### src/rtl/pf_pkg.sv
package pf_pkg;
  typedef enum logic {PF_FILL = 1'b0, PF_DRAIN = 1'b1} pf_state_e;
endpackage

### src/rtl/pf_rst_sync.sv
module pf_rst_sync #(
  parameter int STAGES = 2
) (
  input  logic clk,
  input  logic rst_n,
  output logic rst_n_sync
);
  logic [STAGES-1:0] chain_q;

  always_ff @(posedge clk or negedge rst_n) begin
    if (!rst_n) chain_q <= '0;
    else        chain_q <= {chain_q[STAGES-2:0], 1'b1};
  end

  assign rst_n_sync = chain_q[STAGES-1];
endmodule

### src/rtl/pf_term.sv
module pf_term #(
  parameter int DW    = 9,
  parameter int DEPTH = 16,
  parameter int LENW  = 8,
  parameter int CW    = $clog2(DEPTH + 1)
) (
  input  logic [DW-1:0]   word,
  input  logic [CW-1:0]   cnt_next,
  input  logic [DW:0]     cfg_delim,
  input  logic [LENW-1:0] cfg_len,
  output logic            grp_en,
  output logic            close,
  output logic            forced
);
  localparam int XW = ((CW > LENW) ? CW : LENW) + 1;

  logic delim_on, len_on, delim_hit, len_hit, full;

  always_comb begin
    delim_on  = !cfg_delim[DW];
    len_on    = (cfg_len != '0);
    delim_hit = delim_on && (word == cfg_delim[DW-1:0]);
    len_hit   = len_on && (XW'(cnt_next) == XW'(cfg_len));
    full      = (cnt_next == CW'(DEPTH));
    grp_en    = delim_on || len_on;
    close     = grp_en && (delim_hit || len_hit || full);
    forced    = grp_en && full && !delim_hit && !len_hit;
  end
endmodule

### src/rtl/pf_buf.sv
module pf_buf #(
  parameter int DW    = 9,
  parameter int DEPTH = 16,
  parameter int AW    = (DEPTH > 1) ? $clog2(DEPTH) : 1
) (
  input  logic          clk,
  input  logic          wr_en,
  input  logic [AW-1:0] wr_addr,
  input  logic [DW-1:0] wr_data,
  input  logic [AW-1:0] rd_addr,
  output logic [DW-1:0] rd_data
);
  logic [DW-1:0] cell_q [DEPTH];

  for (genvar i = 0; i < DEPTH; i++) begin : g_cell
    logic cell_we;
    assign cell_we = wr_en && (wr_addr == AW'(i));
    always_ff @(posedge clk) begin
      if (cell_we) cell_q[i] <= wr_data;
    end
  end

  assign rd_data = cell_q[rd_addr];
endmodule

### src/rtl/pf_ctrl.sv
module pf_ctrl
  import pf_pkg::*;
#(
  parameter int DEPTH = 16,
  parameter int TW    = 16,
  parameter int AW    = (DEPTH > 1) ? $clog2(DEPTH) : 1,
  parameter int CW    = $clog2(DEPTH + 1)
) (
  input  logic          clk,
  input  logic          rst_n,
  input  logic          in_valid,
  input  logic          out_ready,
  input  logic [TW-1:0] time_now,
  input  logic          grp_en,
  input  logic          close,
  input  logic          forced,
  output logic          in_ready,
  output logic          out_valid,
  output logic          out_last,
  output logic          out_ovf,
  output logic [TW-1:0] start_time,
  output logic [TW-1:0] end_time,
  output logic          wr_en,
  output logic [AW-1:0] wr_addr,
  output logic [AW-1:0] rd_addr,
  output logic [CW-1:0] cnt_next
);
  pf_state_e     state_q, state_d;
  logic [CW-1:0] cnt_q, cnt_d;
  logic [AW-1:0] rd_q, rd_d, last_q, last_d;
  logic [TW-1:0] st_q, st_d, en_q, en_d;
  logic          ovf_q, ovf_d;
  logic          accept, state_en;

  assign in_ready  = (state_q == PF_FILL);
  assign out_valid = (state_q == PF_DRAIN);
  assign out_last  = out_valid && (rd_q == last_q);
  assign out_ovf   = ovf_q;
  assign start_time = st_q;
  assign end_time  = en_q;
  assign rd_addr   = rd_q;
  assign wr_addr   = cnt_q[AW-1:0];
  assign cnt_next  = cnt_q + CW'(1);
  assign accept    = in_valid && in_ready;
  assign wr_en     = accept && grp_en;

  always_comb begin
    state_d = state_q;
    cnt_d   = cnt_q;
    rd_d    = rd_q;
    last_d  = last_q;
    st_d    = st_q;
    en_d    = en_q;
    ovf_d   = ovf_q;
    if (state_q == PF_FILL) begin
      if (wr_en) begin
        if (cnt_q == '0) st_d = time_now;
        if (close) begin
          state_d = PF_DRAIN;
          last_d  = cnt_q[AW-1:0];
          en_d    = time_now;
          ovf_d   = forced;
          rd_d    = '0;
          cnt_d   = '0;
        end else begin
          cnt_d = cnt_next;
        end
      end
    end else if (out_ready) begin
      if (rd_q == last_q) state_d = PF_FILL;
      else                rd_d    = rd_q + AW'(1);
    end
  end

  assign state_en = wr_en || (out_valid && out_ready);

  always_ff @(posedge clk or negedge rst_n) begin
    if (!rst_n) begin
      state_q <= PF_FILL;
      cnt_q   <= '0;
      rd_q    <= '0;
      last_q  <= '0;
      st_q    <= '0;
      en_q    <= '0;
      ovf_q   <= 1'b0;
    end else if (state_en) begin
      state_q <= state_d;
      cnt_q   <= cnt_d;
      rd_q    <= rd_d;
      last_q  <= last_d;
      st_q    <= st_d;
      en_q    <= en_d;
      ovf_q   <= ovf_d;
    end
  end

  // the fill count wraps back to zero on close and never reaches DEPTH
  assert_cnt_bound_R8: assert property (@(posedge clk) disable iff (!rst_n)
    cnt_q < CW'(DEPTH));

  // a force-closed packet always holds exactly DEPTH words
  assert_ovf_full_R8: assert property (@(posedge clk) disable iff (!rst_n)
    (out_valid && out_last && out_ovf) |-> (rd_q == AW'(DEPTH - 1)));

  // the final handshake returns the framer to accepting input
  assert_last_reopens_R10: assert property (@(posedge clk) disable iff (!rst_n)
    (out_valid && out_ready && out_last) |=> (in_ready && !out_valid));
endmodule

### src/rtl/pkt_framer.sv
module pkt_framer #(
  parameter int DW    = 9,
  parameter int DEPTH = 16,
  parameter int TW    = 16,
  parameter int LENW  = 8
) (
  input  logic            clk,
  input  logic            rst_n,
  input  logic            in_valid,
  output logic            in_ready,
  input  logic [DW-1:0]   in_data,
  input  logic [TW-1:0]   time_now,
  input  logic [DW:0]     cfg_delim,
  input  logic [LENW-1:0] cfg_len,
  output logic            out_valid,
  input  logic            out_ready,
  output logic [DW-1:0]   out_data,
  output logic            out_last,
  output logic            out_ovf,
  output logic [TW-1:0]   out_start_time,
  output logic [TW-1:0]   out_end_time
);
  localparam int AW = (DEPTH > 1) ? $clog2(DEPTH) : 1;
  localparam int CW = $clog2(DEPTH + 1);

  logic          rst_n_s;
  logic          grp_en, close, forced, wr_en;
  logic [AW-1:0] wr_addr, rd_addr;
  logic [CW-1:0] cnt_next;

  pf_rst_sync #(.STAGES(2)) u_rst (
    .clk(clk), .rst_n(rst_n), .rst_n_sync(rst_n_s)
  );

  pf_term #(.DW(DW), .DEPTH(DEPTH), .LENW(LENW), .CW(CW)) u_term (
    .word(in_data), .cnt_next(cnt_next), .cfg_delim(cfg_delim),
    .cfg_len(cfg_len), .grp_en(grp_en), .close(close), .forced(forced)
  );

  pf_buf #(.DW(DW), .DEPTH(DEPTH), .AW(AW)) u_buf (
    .clk(clk), .wr_en(wr_en), .wr_addr(wr_addr), .wr_data(in_data),
    .rd_addr(rd_addr), .rd_data(out_data)
  );

  pf_ctrl #(.DEPTH(DEPTH), .TW(TW), .AW(AW), .CW(CW)) u_ctrl (
    .clk(clk), .rst_n(rst_n_s), .in_valid(in_valid), .out_ready(out_ready),
    .time_now(time_now), .grp_en(grp_en), .close(close), .forced(forced),
    .in_ready(in_ready), .out_valid(out_valid), .out_last(out_last),
    .out_ovf(out_ovf), .start_time(out_start_time), .end_time(out_end_time),
    .wr_en(wr_en), .wr_addr(wr_addr), .rd_addr(rd_addr), .cnt_next(cnt_next)
  );

  // a stalled output word holds until taken
  assert_stall_hold_R9: assert property (@(posedge clk) disable iff (!rst_n_s)
    (out_valid && !out_ready) |=> (out_valid && $stable(out_data) &&
                                   $stable(out_last) && $stable(out_start_time)));

  // an accepted closing word leads to a draining packet on the next cycle
  assert_close_drains_R2: assert property (@(posedge clk) disable iff (!rst_n_s)
    (in_valid && in_ready && close) |=> (out_valid && !in_ready));

  // with both conditions off, no packet output can start
  assert_disabled_quiet_R5: assert property (@(posedge clk) disable iff (!rst_n_s)
    (!grp_en && !out_valid) |=> !out_valid);
endmodule

### config.mk
export PLATFORM = sky130hd
export DESIGN_NAME = pkt_framer
export DESIGN_NICKNAME = d
export VERILOG_FILES = /design/src/rtl/pf_pkg.sv /design/src/rtl/pf_rst_sync.sv /design/src/rtl/pf_term.sv /design/src/rtl/pf_buf.sv /design/src/rtl/pf_ctrl.sv /design/src/rtl/pkt_framer.sv
export SDC_FILE = /design/constraint.sdc
export NUM_CORES = 1
export LEC_CHECK = 0
export BUFFER_PORTS_ARGS = -buffer_cell sky130_fd_sc_hd__buf_2
export CORE_ASPECT_RATIO = 1.1
export CORE_MARGIN = 3
export CORE_UTILIZATION = 33
export CTS_CLUSTER_SIZE = 20
export DETAILED_ROUTE_END_ITERATION = 7
export PLACE_DENSITY = 0.48
export SETUP_SLACK_MARGIN = 0.4
export SYNTH_ARGS = -nofsm -noshare
export SYNTH_HDL_FRONTEND = slang
export SYNTH_HIERARCHICAL = 1
export SYNTH_SLANG_ARGS = --single-unit
### constraint.sdc
create_clock -name clk -period 2.89 [get_ports clk]
set_clock_uncertainty 0.05 [all_clocks]
set_input_delay 0.289 -clock clk [delete_from_list [all_inputs] [get_ports clk]]
set_output_delay 0.289 -clock clk [all_outputs]
set_load 0.1 [all_outputs]
==> flow_summary.yaml, run 1 <==
floorplanning:
  io_pins: 92
  dieArea_sq_um: 26000
  die-height_um: 169
  start_util_pct: 34.1
  row_count: 58
  die_w_um: 154
  core_sq_um: 23300
worst_setup_path:
  cp_top_family: "flip-flops"
  endpoint: "out_data[2]"
  crit_chain: "buf_12 > buf_16 > mux4_2 > a22oi_2 > nand2_2 > buf_8"
  crit_type: "reg2out"
  reg2reg_to: "u_buf/cell_q[9][8]$_DFFE_PP_"
  r2r_slack_ns: 0.39
  max_stage_delay_ns: 0.55
  slowest_stage: "dfrtp_4"
  cp_num_buf_inv: 3
  cp-start-kind: "flop"
  cp.arrival_ns: 2.25
  startpoint: "u_ctrl/rd_addr[0]$_DFFE_PN0P_"
  critPathCaptureType: "output pin"
  path_depth: 6
  path_max_fanout: 7
  rr_worst_depth: 5
  crit_required_ns: 2.55
  reg2reg_from: "u_ctrl/out_valid$_DFFE_PN0P_"
detailed_routing:
  wl_per_cell_um: 20.8
  viasPerCell: 4.96
  ant_nets: 0
  dr_total_vias: 4299
  drc: 0
  dr.pass1.iters: 4
  wl_um: 18000
  drt_iter0_drc: 257
power_and_ir_drop:
  internal-power_mw: 5.77
  leakagePower_nw: 3.71
  p_sw_share_pct: 42.5
  power.density_nw_per_um2: 1010
  sequentialPowerShare_pct: 36.7
  power.share.combinational_pct: 40.7
  p_sw_mw: 4.27
  ir_drop_mv: 0.757
  finalPower_mw: 10.0
  clockPowerShare_pct: 22.6
final_layout:
  area_growth_pct: 24.8
  drive_gt1_share_pct: 46.8
  fin_nets: 603
  diodes: 0
clock_network:
  cts_tree: "yes"
  clockBufferDepth: 2
  clock_latency_ns: 0.43
  clkSinkCount: 193
  ctsHtreeMaxLevel: 4
  clockRootBuffer: "clkbuf_16"
  numCtsBuffers: 17
  cts.clk_slew.worst_paths_ns: 0.08
logic_synthesis:
  syn_avg_cell_area_sq_um: 19.0
  yosysSeqAreaShare_pct: 69.9
  synth_edf_count: 144
  ys_types: 49
  synthCells: 417
  async_flop_share_pct: 25.4
  dominantRegCellSynth: "edfxtp_1"
  netlist_area_sq_um: 7940
  yosys_register_bits: 193
  yosys_warnings: 6
  syn_nets: 467
global_route:
  antenna_found_initial: 0
  overflow: 0
  grtUsageTotal_pct: 14.0
  grt_pass1_wl_um: 27200
  grt_pass1_vias: 4465
  grt_max_degree: 48
placement:
  post-dp-hpwl_um: 11400
  portBuffers: 91
  gp_congestion: 0.760
timing:
  max_slew.worst_pin.slew_ns: 1.15
  final_max_slew_viol_count: 0
  post-route-period-util_pct: 89.7
  max_freq_mhz: 386
  timing.slew.headroom_pct: 22.7
  tns_ns: 0
  period_minus_slack_ns: 2.59
  report.final.hold_viol_count: 0
  rsz0062_at_grt: "true"
  report.final.setup_viol: 0
flow_run:
  max_cap_viol_count: 0
status:
  status: "complete, no violations"
min_path:
  hold_class: "in2reg"
[stage by stage]
step	instance area (sq um)	std cells	util (%)	hold WS [ns]	worst slack, ns
3_3_place_gp	8860	813	38.0	0.0241	0.158
2_1_floorplan	7950	417	-	-0.0566	0.342
3_5_place_dp	8860	813	38.0	0.0275	0.0220
6_report	9910	866	42.5	0.0486	0.297
4_1_cts	9780	862	42.0	0.0227	0.274
5_1_grt	9910	866	42.5	0.0294	0.232
[area by class of cell]
| class | instances | area, sq um |
|---|---|---|
| Fill cell | 2085 | 13400 |
| Sequential cell | 193 | 5560 |
| Multi-Input combinational cell | 204 | 2380 |
| Timing Repair Buffer | 132 | 995 |
| Clock buffer | 17 | 425 |
| Tap cell | 300 | 375 |
| Clock inverter | 15 | 148 |
| Inverter | 5 | 26.3 |
[synthesized netlist by cell type, types with 2 or more instances]
cell type	number	area, sq um
nand2_1	21	78.8
xnor2_1	13	114
edfxtp_1	144	4320
nor2_1	15	56.3
nand3_1	4	20.0
nor3_1	5	25.0
xor2_1	10	87.6
nand4_1	3	18.8
mux2i_1	3	30.0
mux4_1	16	420
a22o_1	2	17.5
buf_2	2	10.0
ha_1	3	37.5
mux2_2	25	282
nand3b_1	3	22.5
buf_4	5	37.5
nor4_1	3	18.8
buf_6	6	67.6
inv_1	3	11.3
mux2_4	10	150
a22oi_1	18	135
o21ai_0	5	25.0
and2_1	2	12.5
mux4_2	20	450
nand2b_1	3	18.8
dfrtp_1	49	1230
nand2_4	2	22.5
[cell usage in the layout, fill, tap and decap left out, types with 6 or more instances in the layout]
master,count
buf_4,30
mux4_1,11
xnor2_1,11
nand2_1,16
nor2_1,13
a22oi_2,12
clkbuf_16,17
mux2_2,24
a22oi_1,6
dfrtp_1,45
mux4_2,25
edfxtp_1,144
mux2_4,12
xor2_1,10
buf_2,81
buf_12,12
[power groups by stage]
| stage | clock network, mW | registers (mW) | logic [mW] |
|---|---|---|---|
| 6_report | 2.27 | 3.69 | 4.09 |
| 5_1_grt | 2.45 | 3.74 | 4.24 |
| 4_1_cts | 2.32 | 3.69 | 4.04 |
| 3_5_place_dp | 0 | 3.75 | 3.76 |
| 3_3_place_gp | 0 | 3.73 | 3.74 |
| 2_1_floorplan | 0 | 5.37 | 1.39 |
[how the worst min path moves through the flow]
stage | from | endpoint | slack, ns | depth (start not counted)
after floorplan | rst_n | u_rst/chain_q[0]$_DFF_PN0_ | -0.06 | 0
after global placement | rst_n | u_rst/chain_q[0]$_DFF_PN0_ | 0.02 | 1
after detailed placement | rst_n | u_rst/chain_q[0]$_DFF_PN0_ | 0.03 | 1
after CTS | time_now[3] | u_ctrl/end_time[3]$_DFFE_PN0P_ | 0.02 | 2
after global routing | time_now[10] | u_ctrl/start_time[10]$_DFFE_PN0P_ | 0.03 | 2
final | time_now[2] | u_ctrl/end_time[2]$_DFFE_PN0P_ | 0.05 | 2
[layer usage]
layer  wire, um  part of all wire, %  GRT usage [%]
met5          0                    0              0
met4        195                  1.1           3.65
met3        773                  4.3           2.84
met2       8940                   50           23.1
met1       8130                   45           19.2
[state kept, by name, summed over array words and instances, names as in the netlist]
| name | flops |
|---|---|
| u_rst/chain_q | 2 |
| u_ctrl/end_time | 16 |
| u_ctrl/cnt_q | 5 |
| u_ctrl/out_valid | 1 |
| u_buf/cell_q | 144 |
| u_ctrl/rd_addr | 4 |
| u_ctrl/start_time | 16 |
| u_ctrl/last_q | 4 |
| u_ctrl/out_ovf | 1 |
[repair_timing]
item | 4_1_cts | 5_1_grt
endpoints found under the setup margin | 39 | 33
resized for setup | 49 | 20
hold endpoints to repair | 2 | 0
pin swaps | 14 | 12
hold buffers | 1 | 0
buffers inserted | 13 | 3
gates cloned | 3 | 1
[kinds of logic (layout without fill, tap and decap cells)]
logic type	count (synthesis)	after routing	share of synthesized area, %
and+or+nand+nor	71	74	5.18
buffers and inverters	23	169	2.41
DFF	193	193	69.9
muxes	75	75	16.9
other	1	1	0.0472
xor gates and xnor gates	23	23	2.54
adders and majority gates	3	3	0.473
AOI/OAI and AO/OA	28	28	2.52
Power figures use the tool's default switching activity.
==> run 2: changes to the inputs <==
Settings changed: SYNTH_HIERARCHICAL 1 to unset.
==> run 2 against run 1 <==
Effect of this change:
- global-route usage rose by 0.48 points
- worst hold slack improved by 0.0080 ns
- power about the same
- sequential cell count stayed put
- register-to-register slack gained 0.19 ns
- die area is 0.93% higher
- sequential power hardly changed
- largest power group unchanged
==> flow_summary.yaml, run 2 <==
status:
  status: "complete, no violations"
placement:
  gp_congestion: 0.749
  post-dp-hpwl_um: 11700
  portBuffers: 91
logic_synthesis:
  dominantRegCellSynth: "edfxtp_1"
  synthTopCellsByCount: "144 x edfxtp_1, 49 x dfrtp_1, 45 x mux4_2"
  synth_top_cell_by_area: "edfxtp_1"
  synth_edf_count: 144
  synthCells: 418
  yosys_register_bits: 193
  yosysSeqAreaShare_pct: 69.2
  syn_nets: 471
  ys_types: 52
  synth_top_area_share_pct: 53.9
  async_flop_share_pct: 25.4
  yosysMostFrequentCell: "edfxtp_1"
  syn_avg_cell_area_sq_um: 19.2
  netlist_area_sq_um: 8020
  yosys_warnings: 0
  synth_area_leaders: "edfxtp_1 54%, dfrtp_1 15%, mux4_2 13%"
final_layout:
  mostFrequentLayoutCells: "144 x edfxtp_1, 81 x buf_2, 45 x mux4_2, 44 x dfrtp_1, 28 x buf_4"
  largest_reg_flops: 144
  drive_gt1_share_pct: 45.8
  diodes: 0
  fillCellCount: 2182
  layout_commonest_cell: "edfxtp_1"
  top_register: "u_buf.cell_q"
  area_growth_pct: 20.6
  fin_nets: 592
timing:
  rsz0062_at_grt: "true"
  report.final.setup_viol: 0
  report.final.hold_viol_count: 0
  tns_ns: 0
  post-route-period-util_pct: 94.9
  max_slew.worst_pin.slew_ns: 1.04
  period_minus_slack_ns: 2.74
  final_max_slew_viol_count: 0
  holdWs_ns: 0.0566
  timing.slew.headroom_pct: 30.9
  max_freq_mhz: 364
detailed_routing:
  viasPerCell: 4.87
  wl_um: 18400
  drt_iter0_drc: 209
  drc: 0
  ant_nets: 0
  wl_per_cell_um: 21.5
  dr_total_vias: 4173
  dr.pass1.iters: 4
clock_network:
  numCtsBuffers: 17
  clockBufferDepth: 2
  cts.clk_slew.worst_paths_ns: 0.07
  ctsHtreeMaxLevel: 4
  clockRootBuffer: "clkbuf_16"
  clkSinkCount: 193
  cts_tree: "yes"
  clock_latency_ns: 0.42
worst_setup_path:
  cp-start-kind: "flop"
  critPathCaptureType: "output pin"
  endpoint: "out_data[0]"
  reg2reg_from: "u_ctrl.cnt_q[1]$_DFFE_PN0P_"
  path_max_fanout: 18
  crit_required_ns: 2.55
  r2r_slack_ns: 0.58
  reg2reg_to: "u_ctrl.rd_addr[0]$_DFFE_PN0P_"
  startpoint: "u_ctrl.rd_addr[0]$_DFFE_PN0P_"
  cp.arrival_ns: 2.40
  crit_type: "reg2out"
  rr_worst_depth: 8
floorplanning:
  die_w_um: 155
  core_sq_um: 23800
  io_pins: 92
  dieArea_sq_um: 26200
  die-height_um: 169
  start_util_pct: 33.7
  row_count: 59
flow_run:
  max_cap_viol_count: 0
min_path:
  hold_class: "in2reg"
  hp-start: "time_now[11]"
power_and_ir_drop:
  ir_drop_mv: 0.772
  power.density_nw_per_um2: 1040
  leakagePower_nw: 3.55
global_route:
  antenna_found_initial: 0
  grt_pass1_vias: 4678
  grt_max_degree: 48
  grt_pass1_wl_um: 28200
  grtUsageTotal_pct: 14.5
  overflow: 0
run 2: final cells by class:
| type | count | area, sq um | area share, % |
|---|---|---|---|
| clock buffers | 19 | 433 | 4.48 |
| clock inverters | 13 | 116 | 1.20 |
| inverters | 5 | 18.8 | 0.194 |
| multi-input cells | 198 | 2290 | 23.7 |
| flip-flops and latches | 193 | 5560 | 57.5 |
| well taps | 305 | 382 | 3.95 |
| repair buffers | 124 | 873 | 9.03 |
run 2: power by group:
part | internal, mW | total [mW] | leakage [nW] | switching (mW)
registers | 3.43 | 3.70 | 1.92 | 0.273
clock network | 1.14 | 2.22 | 0.269 | 1.08
logic | 1.23 | 4.12 | 1.36 | 2.89
run 2: timing repair:
item                                   4_1_cts  5_1_grt
buffers inserted                             2        0
cloned                                       1        1
gates resized for setup                     18        6
endpoints found under the hold margin        2        0
hold buffers                                 1        0
setup endpoints to repair                   10       32
run 2: worst min-delay path by stage:
| stage | slack (ns) | endpoint | cells after the start |
|---|---|---|---|
| 2_1_floorplan | -0.06 | u_rst.chain_q[0]$_DFF_PN0_ | 0 |
| 3_3_place_gp | 0.02 | u_rst.chain_q[0]$_DFF_PN0_ | 1 |
| 3_5_place_dp | 0.03 | u_rst.chain_q[0]$_DFF_PN0_ | 1 |
| 4_1_cts | 0.03 | u_ctrl.start_time[11]$_DFFE_PN0P_ | 2 |
| 5_1_grt | 0.03 | u_ctrl.start_time[6]$_DFFE_PN0P_ | 2 |
| 6_report | 0.06 | u_ctrl.start_time[11]$_DFFE_PN0P_ | 2 |
run 2: critical path, stage by stage, from the launching register on:
cell and delay (ns):
dfrtp_2 0.47, buf_12 0.22, mux4_2 0.55, mux4_2 0.48, buf_4 0.25
run 2: cell families (layout without fill, tap and decap cells):
kind of cell             count (synthesis)  after routing  share of synthesized area, %
XOR/XNOR                                19             19                          2.08
AO/OA/AOI/OAI                           26             26                          2.50
adder cells (fa/ha/maj)                  6              6                         0.936
buffers and inverters                   27            161                          2.36
AND/OR/NAND/NOR                         63             63                          4.42
other                                    1              1                        0.0468
flip-flops                             193            193                          69.2
multiplexers                            83             83                          18.4
run 2: per-stage QoR:
stage / instance area [sq um] / instances / total power, mW / utilization, % / setup slack, ns
6_report: 9670 / 857 / 10.0 / 40.7 / 0.146
3_5_place_dp: 8960 / 820 / 7.74 / 37.7 / 0.418
5_1_grt: 9670 / 857 / 10.5 / 40.7 / 0.0564
2_1_floorplan: 8030 / 418 / 6.93 / - / 0.413
3_3_place_gp: 8960 / 820 / 7.71 / 37.7 / 0.429
4_1_cts: 9620 / 856 / 10.1 / 40.5 / 0.0879
run 2: routing by layer:
metal / vias up / share of wire, % / GRT usage (%)
met5: - / 0 / 0
met1: 2162 / 44 / 18.3
met3: 17 / 3.8 / 3.77
met4: 0 / 2.2 / 4.57
met2: 97 / 50 / 24.7
li1: 1897 / - / -
